**config.mk**
```make
export PLATFORM = sky130hd
export DESIGN_NAME = thresh_tally
export DESIGN_NICKNAME = d
export VERILOG_FILES = /design/src/rtl/thresh_tally.sv
export SDC_FILE = /design/constraint.sdc
export NUM_CORES = 1
export LEC_CHECK = 0
export ABC_CLOCK_PERIOD_IN_PS = 1900
export CAP_MARGIN = 20
export CORE_MARGIN = 4
export CORE_UTILIZATION = 30
export CTS_CLUSTER_DIAMETER = 150
export CTS_CLUSTER_SIZE = 40
export DETAILED_ROUTE_END_ITERATION = 16
export MAX_ROUTING_LAYER = met4
export PLACE_DENSITY = 0.54
export RECOVER_POWER = 100
export SLEW_MARGIN = 5
export SYNTH_ARGS = -nofsm -noshare
export SYNTH_HDL_FRONTEND = slang
export SYNTH_SLANG_ARGS = --single-unit
```
**constraint.sdc**
```tcl
create_clock -name clk -period 1.9 [get_ports clk]
set_input_delay 0.38 -clock clk [delete_from_list [all_inputs] [get_ports clk]]
set_output_delay 0.38 -clock clk [all_outputs]
set_load 0.005 [all_outputs]
```
**src/rtl/thresh_tally.sv**
```systemverilog
module thresh_tally #(
  parameter int W     = 8,
  parameter int LIMIT = 10
) (
  input  logic         clk,
  input  logic         rst_n,
  input  logic         start,
  input  logic         in_valid,
  input  logic [W-1:0] in_x,
  output logic         in_ready,
  output logic         busy,
  output logic         done,
  output logic [W-1:0] sum_out,
  output logic [W-1:0] cnt_out
);
  localparam logic [W-1:0] LIM = W'(LIMIT);

  typedef enum logic [1:0] {S_IDLE, S_READ, S_UPD, S_DONE} state_t;

  state_t       st;
  logic [W-1:0] xr, sum_r, cnt_r;
  logic         hit, last;

  assign hit  = xr > LIM;
  assign last = xr == '0;

  always_ff @(posedge clk or negedge rst_n) begin
    if (!rst_n) begin
      st    <= S_IDLE;
      xr    <= '0;
      sum_r <= '0;
      cnt_r <= '0;
    end else begin
      unique case (st)
        S_IDLE: if (start) begin
          sum_r <= '0;
          cnt_r <= '0;
          st    <= S_READ;
        end
        S_READ: if (in_valid) begin
          xr <= in_x;
          st <= S_UPD;
        end
        S_UPD: begin
          if (hit) begin
            cnt_r <= cnt_r + 1'b1;
            sum_r <= sum_r + xr;
          end
          st <= last ? S_DONE : S_READ;
        end
        S_DONE: st <= S_IDLE;
        default: st <= S_IDLE;
      endcase
    end
  end

  assign in_ready = st == S_READ;
  assign busy     = st != S_IDLE;
  assign done     = st == S_DONE;
  assign sum_out  = sum_r;
  assign cnt_out  = cnt_r;
endmodule


```
==> impl_metrics.tcl <==
set metrics [dict create \
    track_usage_pct 11.9 \
    syn-num-nets 147 \
    critPathMaxStageDelay_ps 550 \
    drtIter0Drc 18 \
    clock_latency_ps 270 \
    dieArea_sq_mm 0.00590 \
    synth_seq_cells 26 \
    arrival_ps 2110 \
    seq_area_frac_synth_pct 45.8 \
    post_drt_wl_per_cell_um 14.6 \
    cts_buffers 3 \
    cts-root-buf "clkbuf_8" \
    min_period_ps 1910 \
    port_buffers 30 \
    cts.clk_slew.worst_paths_ps 90 \
    wl_met2_mm 1.64 \
    drive_gt1_share_pct 26.3 \
    drt.antenna.violating_nets 0 \
    cts_tree "built" \
    syn_area_per_cell_sq_um 11.3 \
    design_area_sq_mm 0.00204 \
    route.detailed.drc 0 \
    cts.sinks 26 \
    reg2reg_setup_slack_ps -7 \
    max_freq_mhz 524 \
    core_sq_mm 0.00447 \
    num_vias 1156 \
    crit_slowest_cell "or4_4" \
    power_density_mw_per_mm2 1460 \
    relSlewSlack_pct 55.8 \
    grt_pass1_vias 1191 \
    dpl_cell_area_sq_mm 0.00189 \
    antenna_cells_inserted 0 \
    critPathLaunch "xr[4]" \
    utilization_pct 45.7 \
    htreeDepth 1 \
    gr-total-overflow 0 \
    ys_warn_count 0 \
    first_pass_iters 4 \
    synthDistinctLibCells 39 \
    die_w_um 76.8 \
    endpoint_kind "register" \
    io_pins 31 \
    worstSetupStartpointType "register" \
    cts_hold_buf 0 \
    drv_cap 0 \
    post-place-ws_ps -36.8 \
    wl_met3_um 135 \
    p_total_mw 2.98 \
    crit_path_end "sum_out[5]" \
    setup_viol 1 \
    fin_skew_ps 6.05 \
    die_h_um 76.8 \
    top_layer "met4" \
    netlist_instances 126 \
    leakage_nw 0.905 \
    max-vdd-ir-drop_mv 0.556 \
    setup.worst_path.class "register to register" \
    violations "negative setup slack" \
    crit_fanout 8 \
    num_rows 24 \
    reg2reg_from "xr[4]" \
    wl_met1_mm 1.50 \
    regToRegEndpoint "sum_out[5]" \
    synthToLayoutAreaGrowth_pct 43.8 \
    dp_hpwl_mm 2.44 \
    worst_slack_ps -6.76 \
    rsz0062_at_grt "true" \
    netlist_area_sq_mm 0.00142 \
    crit_chain "or4_4 > a211oi_4 > buf_4 > or3_4 > clkbuf_16 > a22o_1" \
    grt_pass1_wl_mm 5.58 \
    routed_wl_mm 3.31 \
    hold_path.class "register to register" \
    globalplace.congestion 0.794 \
    start_util_pct 31.8 \
    antenna_found_initial 0 \
    clock_path_buffers 2 \
    tightest_slew_ps 663 \
    grt_max_degree 27 \
    r2r_cells 6 \
    min_period_over_period_pct 100 \
    hold_viol_final 0 \
    avgViaCountPerCell 5.09 \
    drv_slew 0 \
    finish.net_count 198 \
    outcome "finished, violations left" \
    required_ps 2110 \
]
[metal layers]
metal / vias up / track usage (%)
li1: 562 / -
met1: 564 / 14.3
met2: 24 / 20.3
met3: 6 / 2.69
met4: 0 / 2.72
met5: - / -
[report_power, final]
| group | internal (mW) | switching (mW) |
|---|---|---|
| Combinational | 1.02 | 0.717 |
| Sequential | 0.740 | 0.184 |
| Clock | 0.142 | 0.171 |
[registers in the layout, indices dropped and copies added (netlist names)]
name / count
xr: 8
st: 2
sum_out: 8
cnt_out: 8
[worst max-delay path: cells and delay by family (launching register included)]
kind | cells | cell delay, ps
AND/OR/NAND/NOR | 2 | 710
flip-flops | 1 | 440
AO/OA/AOI/OAI | 2 | 380
buffers and inverters | 2 | 310
[cell families (layout without fill, tap and decap cells)]
family | after synthesis | in the layout | synth area share, %
adders and majority gates | 9 | 9 | 8.45
and+or+nand+nor | 29 | 29 | 10.3
AOI/OAI and AO/OA | 40 | 40 | 19.9
muxes | 10 | 10 | 7.92
DFF | 26 | 26 | 45.8
buffers and inverters | 5 | 54 | 3.34
xor gates and xnor gates | 7 | 7 | 4.31
[stage by stage]
stage | setup TNS [ps] | hold slack, ps | instances
finish | -6.76 | 544 | 227
global route | -789 | 594 | 227
CTS | 0 | 477 | 225
detailed placement | -44.5 | 514 | 222
global placement | -20.3 | 495 | 222
floorplan | 0 | 84.4 | 126
[synth_stat cells (all sizes together)]
cell,instances,area (sq um)
a22o,9,78.8
a21oi,4,20.0
buf,4,43.8
a211oi,3,27.5
or3,1,6.26
fa,1,20.0
nor2b,1,6.26
a22oi,1,7.51
xnor2,6,52.6
o31a,1,8.76
nor2,7,26.3
inv,1,3.75
a21boi,1,7.51
or2,1,6.26
nand2b,2,12.5
ha,8,100
o21a,1,7.51
mux2,10,113
o21ai,12,63.8
or4,2,18.8
xor2,1,8.76
and2,1,6.26
o211ai,1,7.51
o31ai,2,15.0
nand3,3,15.0
and3,3,18.8
nand2,8,30.0
a31o,1,8.76
a21o,3,22.5
o21bai,1,7.51
dfrtp,26,651
[placed cells by master (no fill, tap or decap), types with 5 or more instances in the layout]
master           Yosys  layout
nor2_1               7       6
clkdlybuf4s50_1      0      29
buf_4                1      16
dfrtp_1             26      25
mux2_2               7       6
ha_1                 8       7
xnor2_1              6       6
a22o_1               9       9
nand2_1              8       8
o21ai_2              1       5
[worst min-delay path by stage]
stage                     slack [ps]    endpoint  cells past startpoint        from
after detailed placement         510  cnt_out[4]                      1  cnt_out[4]
final                            540  cnt_out[2]                      1  cnt_out[2]
after floorplan                   80  cnt_out[0]                      0       rst_n
after global routing             590  sum_out[5]                      1  sum_out[5]
after CTS                        480  cnt_out[7]                      2       rst_n
after global placement           500  cnt_out[2]                      1  cnt_out[2]
[what timing repair did]
action | 4_1_cts | 5_1_grt
gates cloned | 0 | 2
buffers inserted | 0 | 0
resized for setup | 6 | 8
endpoints found under the setup margin | 2 | 8
pin swaps | 3 | 17
endpoints found under the hold margin | 0 | 0
[cell type report]
cell class                 instances  area (sq um)
fill                             410          2430
timing repair buffer              50           495
tap                               52          65.1
inverter                           1          3.75
sequential                        26           652
multi-input combinational         95           787
clock buffer                       3          41.3
No activity file was read; power rests on OpenSTA's default activity.
